<file path="src/rtl/intr_pkg.sv">
package intr_pkg;

    localparam int NUM_LVL = 2;

    typedef enum logic {
        LVL_LO = 1'b0,
        LVL_HI = 1'b1
    } lvl_e;

    typedef logic [NUM_LVL-1:0] insvc_t;

endpackage

</file>
<file path="src/rtl/intr_first_set.sv">
module intr_first_set #(
    parameter int W = 8,
    localparam int IW = (W > 1) ? $clog2(W) : 1
) (
    input  logic [W-1:0]  vec,
    output logic          found,
    output logic [IW-1:0] pos
);

    always_comb begin
        found = |vec;
        pos   = '0;
        for (int i = W - 1; i >= 0; i--) begin
            if (vec[i]) begin
                pos = IW'(i);
            end
        end
    end

endmodule

</file>
<file path="src/rtl/intr_prio_pick.sv">
module intr_prio_pick
    import intr_pkg::*;
#(
    parameter int NUM_SRC = 8,
    localparam int IW = (NUM_SRC > 1) ? $clog2(NUM_SRC) : 1
) (
    input  logic [NUM_SRC-1:0] req_act,
    input  logic [NUM_SRC-1:0] prio_hi,
    output logic               valid,
    output lvl_e               lvl,
    output logic [IW-1:0]      idx
);

    logic [NUM_SRC-1:0] lvl_set [NUM_LVL];
    logic               lvl_fnd [NUM_LVL];
    logic [IW-1:0]      lvl_pos [NUM_LVL];

    for (genvar l = 0; l < NUM_LVL; l++) begin : g_lvl
        if (l == 1) begin : g_hi
            assign lvl_set[l] = req_act & prio_hi;
        end else begin : g_lo
            assign lvl_set[l] = req_act & ~prio_hi;
        end
        intr_first_set #(.W(NUM_SRC)) u_first (
            .vec   (lvl_set[l]),
            .found (lvl_fnd[l]),
            .pos   (lvl_pos[l])
        );
    end

    always_comb begin
        valid = lvl_fnd[1] | lvl_fnd[0];
        if (lvl_fnd[1]) begin
            lvl = LVL_HI;
            idx = lvl_pos[1];
        end else begin
            lvl = LVL_LO;
            idx = lvl_pos[0];
        end
    end

endmodule

</file>
<file path="src/rtl/intr_insvc_track.sv">
module intr_insvc_track
    import intr_pkg::*;
(
    input  logic   clk,
    input  logic   rst_n,
    input  logic   take,
    input  lvl_e   take_lvl,
    input  logic   ret,
    output insvc_t insvc
);

    typedef struct packed {
        insvc_t act;
    } trk_t;

    trk_t trk_d, trk_q;

    always_comb begin
        trk_d = trk_q;
        if (ret) begin
            if (trk_q.act[1]) begin
                trk_d.act[1] = 1'b0;
            end else begin
                trk_d.act[0] = 1'b0;
            end
        end else if (take) begin
            if (take_lvl == LVL_HI) begin
                trk_d.act[1] = 1'b1;
            end else begin
                trk_d.act[0] = 1'b1;
            end
        end
    end

    always_ff @(posedge clk or negedge rst_n) begin
        if (!rst_n) begin
            trk_q <= '0;
        end else begin
            trk_q <= trk_d;
        end
    end

    assign insvc = trk_q.act;

endmodule

</file>
<file path="src/rtl/intr_call_seq.sv">
module intr_call_seq #(
    parameter int NUM_SRC     = 8,
    parameter int ADDR_W      = 16,
    parameter int VEC_BASE    = 3,
    parameter int VEC_STRIDE  = 8,
    parameter int CALL_CYCLES = 4,
    localparam int IW = (NUM_SRC > 1) ? $clog2(NUM_SRC) : 1,
    localparam int CW = $clog2(CALL_CYCLES + 1)
) (
    input  logic              clk,
    input  logic              rst_n,
    input  logic              start,
    input  logic [IW-1:0]     start_idx,
    output logic              vec_call,
    output logic [ADDR_W-1:0] vec_addr,
    output logic              busy
);

    typedef struct packed {
        logic              busy;
        logic              pulse;
        logic [CW-1:0]     cnt;
        logic [ADDR_W-1:0] addr;
    } seq_t;

    seq_t seq_d, seq_q;

    always_comb begin
        seq_d       = seq_q;
        seq_d.pulse = 1'b0;
        if (start) begin
            seq_d.busy  = 1'b1;
            seq_d.pulse = 1'b1;
            seq_d.cnt   = '0;
            seq_d.addr  = ADDR_W'(VEC_BASE) + ADDR_W'(start_idx) * ADDR_W'(VEC_STRIDE);
        end else if (seq_q.busy) begin
            if (seq_q.cnt == CW'(CALL_CYCLES - 1)) begin
                seq_d.busy = 1'b0;
            end else begin
                seq_d.cnt = seq_q.cnt + 1'b1;
            end
        end
    end

    always_ff @(posedge clk or negedge rst_n) begin
        if (!rst_n) begin
            seq_q <= '0;
        end else begin
            seq_q <= seq_d;
        end
    end

    assign vec_call = seq_q.pulse;
    assign vec_addr = seq_q.addr;
    assign busy     = seq_q.busy;

endmodule

</file>
<file path="src/rtl/intr_dispatch.sv">
module intr_dispatch
    import intr_pkg::*;
#(
    parameter int NUM_SRC     = 8,
    parameter int ADDR_W      = 16,
    parameter int VEC_BASE    = 3,
    parameter int VEC_STRIDE  = 8,
    parameter int CALL_CYCLES = 4
) (
    input  logic               clk,
    input  logic               rst_n,
    input  logic [NUM_SRC-1:0] irq_req,
    input  logic [NUM_SRC-1:0] irq_en,
    input  logic [NUM_SRC-1:0] irq_prio_hi,
    input  logic               glb_en,
    input  logic               insn_end,
    input  logic               reti_done,
    output logic               vec_call,
    output logic [ADDR_W-1:0]  vec_addr,
    output logic               call_busy
);

    localparam int IW = (NUM_SRC > 1) ? $clog2(NUM_SRC) : 1;

    typedef struct packed {
        logic          valid;
        lvl_e          lvl;
        logic [IW-1:0] idx;
    } det_t;

    det_t               det_d, det_q;
    logic [NUM_SRC-1:0] req_act;
    logic               pk_valid;
    lvl_e               pk_lvl;
    logic [IW-1:0]      pk_idx;
    insvc_t             insvc;
    logic               lvl_ok;
    logic               take;
    logic               ret;

    intr_prio_pick #(.NUM_SRC(NUM_SRC)) u_pick (
        .req_act (req_act),
        .prio_hi (irq_prio_hi),
        .valid   (pk_valid),
        .lvl     (pk_lvl),
        .idx     (pk_idx)
    );

    always_comb begin
        req_act     = irq_req & irq_en & {NUM_SRC{glb_en}};
        det_d.valid = pk_valid;
        det_d.lvl   = pk_lvl;
        det_d.idx   = pk_idx;
    end

    always_ff @(posedge clk or negedge rst_n) begin
        if (!rst_n) begin
            det_q <= '0;
        end else begin
            det_q <= det_d;
        end
    end

    always_comb begin
        if (det_q.lvl == LVL_HI) begin
            lvl_ok = ~insvc[1];
        end else begin
            lvl_ok = (insvc == '0);
        end
        take = det_q.valid && lvl_ok && insn_end && !reti_done && !call_busy;
        ret  = insn_end && reti_done && !call_busy;
    end

    intr_insvc_track u_track (
        .clk      (clk),
        .rst_n    (rst_n),
        .take     (take),
        .take_lvl (det_q.lvl),
        .ret      (ret),
        .insvc    (insvc)
    );

    intr_call_seq #(
        .NUM_SRC     (NUM_SRC),
        .ADDR_W      (ADDR_W),
        .VEC_BASE    (VEC_BASE),
        .VEC_STRIDE  (VEC_STRIDE),
        .CALL_CYCLES (CALL_CYCLES)
    ) u_seq (
        .clk       (clk),
        .rst_n     (rst_n),
        .start     (take),
        .start_idx (det_q.idx),
        .vec_call  (vec_call),
        .vec_addr  (vec_addr),
        .busy      (call_busy)
    );

endmodule

</file>
<file path="config.mk">
export PLATFORM = sky130hd
export DESIGN_NAME = intr_dispatch
export DESIGN_NICKNAME = d
export VERILOG_FILES = /design/src/rtl/intr_pkg.sv /design/src/rtl/intr_first_set.sv /design/src/rtl/intr_prio_pick.sv /design/src/rtl/intr_insvc_track.sv /design/src/rtl/intr_call_seq.sv /design/src/rtl/intr_dispatch.sv
export SDC_FILE = /design/constraint.sdc
export NUM_CORES = 1
export LEC_CHECK = 0
export BUFFER_PORTS_ARGS = -buffer_cell sky130_fd_sc_hd__buf_2
export CORE_ASPECT_RATIO = 1.75
export CORE_MARGIN = 10
export CORE_UTILIZATION = 47
export CTS_CLUSTER_DIAMETER = 80
export DETAILED_ROUTE_END_ITERATION = 8
export HOLD_SLACK_MARGIN = 0.03
export PLACE_DENSITY = 0.91
export SLEW_MARGIN = 20
export SYNTH_ARGS = -nofsm -noshare
export SYNTH_HDL_FRONTEND = slang
export SYNTH_HIERARCHICAL = 1
export SYNTH_SLANG_ARGS = --single-unit
</file>
<file path="constraint.sdc">
create_clock -name clk -period 2 [get_ports clk]
set_input_delay 0.4 -clock clk [delete_from_list [all_inputs] [get_ports clk]]
set_output_delay 0.4 -clock clk [all_outputs]
set_load 0.05 [all_outputs]
</file>
==> qor.csv, run 1 <==
metric,value,unit
Antenna Nets Post-Route,0,
Yosys warning total,6,
fin crit period,1590,ps
maxcap violations,0,
antenna diode count,0,
"commonest non-fill, non-tap cells in the layout","buf_2 (35), dfrtp_1 (16), nor2b_1 (13)",
period utilisation layout,0.796,
Mapped Avg Cell Area,9.65,um2
Num CTS Buffers,3,
H-tree depth,1,
Fillers,205,
Initial Utilization,0.484,
final hold violation count,0,
CP startpoint,glb_en,
DR WL/cell,13.6,um
clock buffer depth,2,
Max Clock Freq,628,MHz
ratio of cells with drive above 1 in the final layout,0.333,
Die Wd,56.6,um
R2R depth,4,
clock sink count,16,
clk_skew,0.632,ps
Critical Path AT,1720,ps
# rows,23,
1st-iter DRT viols,4,
met3 wire len,207,um
min-delay worst type,input port to asynchronous set/reset pin,
LEAKAGE,0.000664,uW
critical path type,input port to register,
post-CTS sizing,0,
Final Wtd Congestion,0.869,
outcome,completed,
Critical Path RT,2130,ps
"flops & latches, synth",16,
worst-path maximum fanout,8,
setup_tns,0,ps
top sig layer,met4,
unrepaired setup endpoints after global routing,no,
clock insertion delay at the later pin of the skew report,250,ps
vias in the first global route,946,
initial antenna violation count,0,
"most common cell after layout, fill and taps aside",buf_2,
clock root buffer,clkbuf_8,
Core Footprint,0.00227,mm2
Area Overhead vs Synth,16.5,%
grt total ovfl,0,
Post-CTS Setup Bufs,0,
Post-Synthesis Cells,114,
met1 WL,857,um
Post-DP HPWL,2110,um
Post-Syn Area,0.00110,mm2
first-pass GRT wire length,3970,um
# hold bufs at CTS,0,
Residual DRC,0,
CTS tree,yes,
Layout Utilization,0.564,
first-pass iteration count of the detailed router,3,
Finish-stage setup viols,0,
met2 wire len,1230,um
Die H,84.0,um
largest net degree at the start of global routing,17,
Clock transition at path regs,60,ps
Final Slew Violations,0,
post-synthesis cell type count,31,
DRT Wirelength,2330,um
gr usage total,0.0999,
Critical Path Source Type,input port,
die area,0.00475,mm2
nature of the critical path endpoint,register,
Cell Pwr Density,1060,mW/mm2
Worst VDD drop,388,uV
register area share after synthesis,0.364,
Via density,5.16,
PortBufs,35,
nets,179,
vias after detailed routing,888,
Boundary Pins,47,
Critical R2R Launch,u_seq/seq_q[16]$_DFFE_PN0P_,
R2R setup slack,500,ps
## stage by stage
step	hold WS (ps)	instance area (um2)	power, uW	setup WS (ps)	std cells
finish	46.9	1280	1350	408	172
global route	72.1	1280	1440	319	172
CTS	50.5	1280	1370	404	172
detailed placement	320	1230	1090	147	168
global placement	317	1230	1050	217	168
floorplan	104	1140	998	254	124
## path summary, 6_finish.rpt
| path | endpoint |
|---|---|
| setup / recovery | det_q[1]$_DFF_PN0_ |
| hold / removal | u_seq/vec_addr[1]$_DFFE_PN0P_ |
| setup reg to reg | u_seq/seq_q[16]$_DFFE_PN0P_ |
| hold reg to reg | u_seq/vec_addr[1]$_DFFE_PN0P_ |
| max in group asynchronous | u_track/insvc[0]$_DFFE_PN0P_ |
| min in group clk | u_seq/vec_addr[1]$_DFFE_PN0P_ |
## state kept, by name, summed over array words and instances (netlist names)
signal and cells:
u_seq/seq_q 3, u_track/insvc 2, u_seq/busy 1, u_seq/vec_addr 4, det_q 5, u_seq/vec_call 1
## layer usage
layer,global-route usage,up-vias
met5,0,-
met3,0.0442,5
li1,-,433
met2,0.174,39
met4,0.0462,0
met1,0.0956,411
## synthesized netlist by cell type
master     instances  area [um2]
nand3_1            2        10.0
and2_1             8        50.1
and2b_4            1        10.0
ha_1               2        25.0
nand2b_1           1        6.26
mux2_1             4        45.0
a21boi_0           2        15.0
nor4_2             2        25.0
nor3_2             1        10.0
nor2b_1           13        81.3
inv_1              3        11.3
and3b_1            2        17.5
a21oi_1            3        15.0
and3_1             8        50.1
a2bb2oi_2          1        15.0
nand4bb_1          2        22.5
o41ai_1            2        17.5
nor2_1             8        30.0
o21ai_0            2        10.0
or4b_1             1        10.0
mux2_2             3        33.8
o21bai_1           2        15.0
nand2_1            1        3.75
or2_1              3        18.8
buf_2              1        5.00
o31ai_1            1        7.51
conb_1             1        3.75
dfrtp_1           16         400
buf_4             16         120
o21ai_1            1        5.00
and3b_2            1        10.0
## report_power, final
| part | leakage, uW | total, uW | internal (uW) | switching [uW] |
|---|---|---|---|---|
| Sequential | 0.000201 | 493 | 426 | 66.4 |
| Combinational | 0.000434 | 584 | 219 | 365 |
| Clock | 0.0000288 | 277 | 175 | 103 |
| Total | 0.000664 | 1350 | 820 | 535 |
## final cells by class
type | count | area (um2) | area share
Clock buffer | 4 | 55.1 | 0.0430
Inverter | 3 | 11.3 | 0.00879
Multi-Input combinational cell | 88 | 601 | 0.469
Sequential cell | 16 | 400 | 0.312
Tap cell | 25 | 31.3 | 0.0244
Timing Repair Buffer | 36 | 183 | 0.143
## kinds of logic (layout without fill, tap and decap cells)
kind of cell,count (synthesis),in the layout,synth area share
simple gates,54,54,0.323
other cells,1,11,0.00341
compound gates,14,14,0.0910
buf+inv,20,43,0.124
fa+ha+maj,2,2,0.0227
flops,16,16,0.364
mux,7,7,0.0717
## critical path, stage by stage
cell and delay [ps]:
buf_2 130, and3_1 150, and2_1 160, nor4_2 300, nand3_1 220, mux2_1 360
No activity file was read; power rests on OpenSTA's default activity.
==> inputs of run 2 (changes only) <==
- ABC_AREA: default -> 1
- CORE_UTILIZATION: 47 -> 48
- clock period: 2 -> 1.5 ns (I/O delays scaled with it)
==> run 2 against run 1 <==
Via count is 22% higher; synthesized cell count is 62% higher; worst hold slack better by 380 ps; global-route usage is 0.082 points lower; utilization is 4.0 points higher; critical path depth is 3 higher; critical endpoint is now det_q[4]$_DFF_PN0_.
==> qor.csv, run 2 <==
metric,value,unit,change
outcome,completed,,unchanged
Area Overhead vs Synth,19.0,%,was 16.5%
clock insertion delay at the later pin of the skew report,240,ps,was 250 ps
PortBufs,35,,unchanged
Via density,4.38,,was 5.16
H-tree depth,1,,unchanged
Max Clock Freq,757,MHz,
slowest CP cell,or2_1,,was mux2_1
Core Footprint,0.00230,mm2,was 0.00227 mm2
worst-path maximum fanout,6,,was 8
CTS tree,yes,,unchanged
maxcap violations,0,,unchanged
Synth top cells by count,"nand2_1 (61), inv_1 (40), nor2_1 (23)",,"was buf_4 (16), dfrtp_1 (16), nor2b_1 (13)"
1st-iter DRT viols,16,,was 4
post-synthesis cell type count,16,,was 31
die area,0.00489,mm2,was 0.00475 mm2
critical path type,input port to register,,unchanged
final worst setup slack,179,ps,was 408 ps
# rows,23,,unchanged
Die H,85.3,um,was 84.0 um
Final Non-Filler Cells,248,,was 172
unrepaired setup endpoints after global routing,no,,unchanged
final hold violation count,0,,unchanged
register area share after synthesis,0.343,,was 0.364
Post-Syn Area,0.00117,mm2,was 0.00110 mm2
"count leader, synth",nand2_1,,
DRT Wirelength,2310,um,was 2330 um
Synth area leader,dfrtp_1,,unchanged
Top reg by flops,det_q,,unchanged
"most common cell after layout, fill and taps aside",nand2_1,,was buf_2
DR WL/cell,9.29,um,was 13.6 um
R2R depth,6,,was 4
initial antenna violation count,0,,unchanged
fin crit period,1320,ps,
dpl ws,-126,ps,was 147 ps
cells taking the most area after synthesis,"dfrtp_1 (34%), nand2_1 (20%), inv_1 (13%)",,"was dfrtp_1 (36%), buf_4 (11%), nor2b_1 (7.4%)"
clk_skew,1.41,ps,was 0.632 ps
Yosys warning total,6,,unchanged
Critical Path RT,1630,ps,was 2130 ps
Boundary Pins,47,,unchanged
Num CTS Buffers,3,,unchanged
number of flops mapped to enable cells by yosys,0,,unchanged
Die Wd,57.3,um,was 56.6 um
"flops & latches, synth",16,,unchanged
period utilisation layout,0.880,,
Finish-stage setup viols,0,,unchanged
grt total ovfl,0,,unchanged
Final Slew Violations,0,,unchanged
clock root buffer,clkbuf_8,,unchanged
critical path cell sequence,buf_2 > inv_1 > nor2_1 > nand2_1 > inv_1 > or2_1 > nor3_2 > nand2_2 > or2_1,,was buf_2 > and3_1 > and2_1 > nor4_2 > nand3_1 > mux2_1
crit-path max cell delay,250,ps,was 360 ps
"Cell Area, Placed",0.00132,mm2,was 0.00123 mm2
Final Wtd Congestion,0.834,,was 0.869
post-synth top area share,0.343,,was 0.364
Mapped Avg Cell Area,6.32,um2,was 9.65 um2
Critical Path AT,1450,ps,was 1720 ps
gr usage total,0.0991,,was 0.0999
"commonest non-fill, non-tap cells in the layout","nand2_1 (60), inv_1 (40), buf_2 (35)",,"was buf_2 (35), dfrtp_1 (16), nor2b_1 (13)"
Clock transition at path regs,60,ps,about the same
largest net degree at the start of global routing,17,,unchanged
Cell Pwr Density,1280,mW/mm2,was 1060 mW/mm2
clock sink count,16,,unchanged
antenna diode count,0,,unchanged
first-pass GRT wire length,4150,um,was 3970 um
vias in the first global route,1101,,was 946
Post-CTS Setup Bufs,0,,unchanged
Synth async-reset ratio,1.00,,unchanged
min-delay worst type,input port to register,,was input port to asynchronous set/reset pin
hold path cells,4,,
Post-synth top flop,dfrtp_1,,unchanged
first-pass iteration count of the detailed router,5,,was 3
Fillers,223,,was 205
max reg flops,5,,unchanged
Antenna Nets Post-Route,0,,unchanged
Post-Synthesis Cells,185,,was 114
ratio of cells with drive above 1 in the final layout,0.224,,was 0.333
Layout Utilization,0.604,,was 0.564
nature of the critical path endpoint,register,,unchanged
Placed Cells,243,,was 168
Initial Utilization,0.508,,was 0.484
nets,255,,was 179
Critical Path Source Type,input port,,unchanged
LEAKAGE,0.000863,uW,was 0.000664 uW
design area,0.00139,mm2,was 0.00128 mm2
vias after detailed routing,1086,,was 888
Worst VDD drop,403,uV,was 388 uV
clock buffer depth,2,,unchanged
Post-DP HPWL,2060,um,was 2110 um
Residual DRC,0,,unchanged
## run 2: kinds of logic (layout without fill, tap and decap cells)
logic type / after synthesis / count (layout) / share of synthesized area
adders and majority gates: 2 / 2 / 0.0214
buffers and inverters: 57 / 85 / 0.234
DFF: 16 / 16 / 0.343
AOI/OAI and AO/OA: 5 / 5 / 0.0235
and+or+nand+nor: 104 / 104 / 0.375
other: 1 / 11 / 0.00321
## run 2: final timing paths
| path | startpoint | endpoint | slack, ps |
|---|---|---|---|
| max | glb_en | det_q[4]$_DFF_PN0_ | 180 |
| min reg2reg | det_q[0]$_DFF_PN0_ | u_seq/vec_addr[3]$_DFFE_PN0P_ | 450 |
| min | insn_end | u_track/insvc[1]$_DFFE_PN0P_ | 420 |
| max in group asynchronous | rst_n | u_seq/seq_q[18]$_DFFE_PN0P_ | 750 |
| min in group asynchronous | rst_n | u_seq/vec_addr[4]$_DFFE_PN0P_ | 500 |
| max reg2reg | u_seq/busy$_DFF_PN0_ | u_track/insvc[1]$_DFFE_PN0P_ | 280 |
## run 2: what timing repair did
action | CTS | global route
setup endpoints to repair | 0 | 1
hold buffers | 1 | 0
endpoints found under the hold margin | 16 | 0
gates resized for setup | 0 | 1
## run 2: report_power, final
part	internal, uW	switching, uW
clock network	232	129
logic	232	547
registers	565	75.2
## run 2: final cells by class
cell class | instances | area (um2) | share of cell area
well taps | 25 | 31.3 | 0.0225
repair buffers | 40 | 215 | 0.155
flip-flops and latches | 16 | 400 | 0.288
clock buffers | 4 | 55.1 | 0.0396
multi-input cells | 122 | 534 | 0.384
inverters | 41 | 154 | 0.111
## run 2: through the flow
step                power (uW)  hold WS, ps  TNS [ps]
detailed placement        1430          221      -301
floorplan                 1320         4.41         0
finish                    1780          423         0
global route              1940          460         0
global placement          1420          216      -112
CTS                       1810          418         0
## run 2: metal layers
| layer | part of all wire | GRT usage | up-vias | routed length (um) |
|---|---|---|---|---|
| met2 | 0.55 | 0.189 | 35 | 1280 |
| met5 | 0 | 0 | - | 0 |
| met1 | 0.39 | 0.0926 | 459 | 909 |
| met3 | 0.046 | 0.0269 | 2 | 107 |
| li1 | - | - | 590 | - |
| met4 | 0.0039 | 0.0429 | 0 | 9 |
## run 2: worst max-delay path, delay by kind of cell
kind | cells | cell delay, ps
simple gates | 6 | 910
buf+inv | 3 | 240
==> inputs of run 3 (changes only) <==
- BUFFER_PORTS_ARGS: -buffer_cell sky130_fd_sc_hd__buf_2 -> default
- CORE_UTILIZATION: 48 -> 51
- DONT_BUFFER_PORTS: default -> 1
- PLACE_DENSITY: 0.91 -> 0.78
- clock period: 1.5 -> 1.55 ns (I/O delays scaled with it)
==> run 3 against run 2 <==
Clock power decreased by 27%; sequential power increased by 21%; sequential cell count unchanged; critical path depth decreased by 1; clock skew about the same; power decreased by 11%; worst setup slack improved by 61 ps; final cell count decreased by 15%; register-to-register slack about the same; sequential share of layout area increased by 5.3 points; utilization decreased by 5.5 points; highest routed layer unchanged.
==> qor.csv, run 3 (synthesis gave the netlist of run 2 again) <==
metric,value,unit,change
outcome,completed,,unchanged
Final Slew Violations,0,,unchanged
CP startpoint,glb_en,,unchanged
"commonest non-fill, non-tap cells in the layout","nand2_1 (61), inv_1 (40), nor2_1 (23)",,"was nand2_1 (60), inv_1 (40), buf_2 (35)"
Area Overhead vs Synth,0.856,%,was 19.0%
1st-iter DRT viols,19,,was 16
Finish-stage setup viols,0,,unchanged
worst-path maximum fanout,8,,was 6
"most common cell after layout, fill and taps aside",nand2_1,,unchanged
clock root buffer,clkbuf_4,,was clkbuf_8
met1 WL,796,um,was 909 um
Top reg by flops,det_q,,unchanged
unrepaired setup endpoints after global routing,no,,unchanged
Antenna Nets Post-Route,0,,unchanged
Critical Path RT,1720,ps,was 1630 ps
Worst VDD drop,583,uV,was 403 uV
Post-CTS Setup Bufs,0,,unchanged
Num CTS Buffers,3,,unchanged
final hold violation count,0,,unchanged
critical path type,input port to register,,unchanged
Post-DP HPWL,2120,um,was 2060 um
DR WL/cell,11.3,um,was 9.29 um
Cell Pwr Density,1340,mW/mm2,was 1280 mW/mm2
first-pass GRT wire length,4240,um,was 4150 um
slowest CP cell,or2_1,,unchanged
Clock transition at path regs,80,ps,was 60 ps
dpl ws,-63.3,ps,was -126 ps
Boundary Pins,47,,unchanged
max_slew headroom,0.548,,
gr usage total,0.108,,was 0.0991
period utilisation layout,0.845,,
CP Buf/Inv Count,2,,was 3
Initial Utilization,0.544,,was 0.508
maxcap violations,0,,unchanged
die area,0.00468,mm2,was 0.00489 mm2
fin crit period,1310,ps,
Via density,4.73,,was 4.38
Max Clock Freq,763,MHz,
Critical Path AT,1480,ps,was 1450 ps
Die Wd,56.2,um,was 57.3 um
initial antenna violation count,0,,unchanged
crit-path max cell delay,250,ps,about the same
"Cell Area, Placed",0.00113,mm2,was 0.00132 mm2
top sig layer,met4,,unchanged
Overall Power,1580,uW,was 1780 uW
ratio of cells with drive above 1 in the final layout,0.0699,,was 0.224
worst-margin pin slew,676,ps,
Critical R2R Launch,u_seq/seq_q[16]$_DFFE_PN0P_,,was u_seq/busy$_DFF_PN0_
antenna diode count,0,,unchanged
Core Footprint,0.00215,mm2,was 0.00230 mm2
clk_skew,0.976,ps,was 1.41 ps
Critical Path Source Type,input port,,unchanged
H-tree depth,1,,unchanged
critical path cell sequence,inv_1 > nor2_1 > nand2_1 > inv_1 > or2_1 > nor3_2 > nand2_1 > or2_1,,was buf_2 > inv_1 > nor2_1 > nand2_1 > inv_1 > or2_1 > nor3_2 > nand2_2 > or2_1
setup_tns,0,ps,unchanged
HP Start,insn_end,,unchanged
PortBufs,0,,was 35
# rows,22,,was 23
nature of the critical path endpoint,register,,unchanged
grt total ovfl,0,,unchanged
Die H,83.3,um,was 85.3 um
final worst setup slack,240,ps,was 179 ps
CTS tree,yes,,unchanged
Residual DRC,0,,unchanged
first-pass iteration count of the detailed router,4,,was 5
LEAKAGE,0.000706,uW,was 0.000863 uW
clock insertion delay at the later pin of the skew report,280,ps,was 240 ps
max reg flops,5,,unchanged
min-delay worst type,input port to register,,unchanged
met3 wire len,211,um,was 107 um
met2 wire len,1290,um,was 1280 um
DRT Wirelength,2380,um,was 2310 um
clock sink count,16,,unchanged
vias after detailed routing,993,,was 1086
largest net degree at the start of global routing,17,,unchanged
Final Wtd Congestion,0.874,,was 0.834
vias in the first global route,1076,,was 1101
clock buffer depth,2,,unchanged
kind of cell adding the most delay to the critical path,simple AND/OR/NAND/NOR gates,,unchanged
worst hold slack,298,ps,was 423 ps
nets,218,,was 255
design area,0.00118,mm2,was 0.00139 mm2
## run 3: cell types whose count changed in the layout (fill, tap and decap cells not counted), sizes merged
cell	before	now
buf	39	2
## run 3: cell type report
| type | count | area [um2] |
|---|---|---|
| fill | 221 | 968 |
| timing repair buffer | 3 | 25.0 |
| tap | 24 | 30.0 |
| inverter | 41 | 154 |
| clock buffer | 4 | 36.3 |
| sequential | 16 | 402 |
| multi-input combinational | 122 | 532 |
## run 3: where the power goes
| part | switching (uW) | internal (uW) | total [uW] |
|---|---|---|---|
| clock network | 119 | 143 | 262 |
| registers | 233 | 544 | 776 |
| logic | 365 | 173 | 538 |
## run 3: per-stage QoR
| step | std cells | utilization |
|---|---|---|
| 2_1_floorplan | 195 | - |
| 3_3_place_gp | 205 | 0.527 |
| 3_5_place_dp | 205 | 0.527 |
| 4_1_cts | 210 | 0.549 |
| 5_1_grt | 210 | 0.549 |
| 6_report | 210 | 0.549 |
## run 3: repair_timing
action,4_1_cts,5_1_grt
endpoints found under the setup margin,2,0
resized for setup,1,0
hold endpoints to repair,16,0
hold buffers,1,0
## run 3: worst min-delay path: cells and delay by family
kind	cells	cell delay, ps
simple gates	2	100
compound gates	1	120
## run 3: final timing paths
kind | to | slack (ps) | cells past startpoint
max | det_q[4]$_DFF_PN0_ | 240 | 8
min in group asynchronous | u_seq/seq_q[16]$_DFFE_PN0P_ | 500 | 1
min reg2reg | u_seq/vec_addr[4]$_DFFE_PN0P_ | 450 | 2
max reg2reg | u_seq/seq_q[18]$_DFFE_PN0P_ | 290 | 6
max in group asynchronous | u_seq/vec_addr[1]$_DFFE_PN0P_ | 580 | 1
min | u_track/insvc[1]$_DFFE_PN0P_ | 300 | 3
## run 3: per-layer routing
| layer | vias to the layer above | track usage |
|---|---|---|
| met1 | 436 | 0.0878 |
| met5 | - | 0 |
| met2 | 35 | 0.190 |
| met3 | 6 | 0.0396 |
| li1 | 516 | - |
| met4 | 0 | 0.101 |
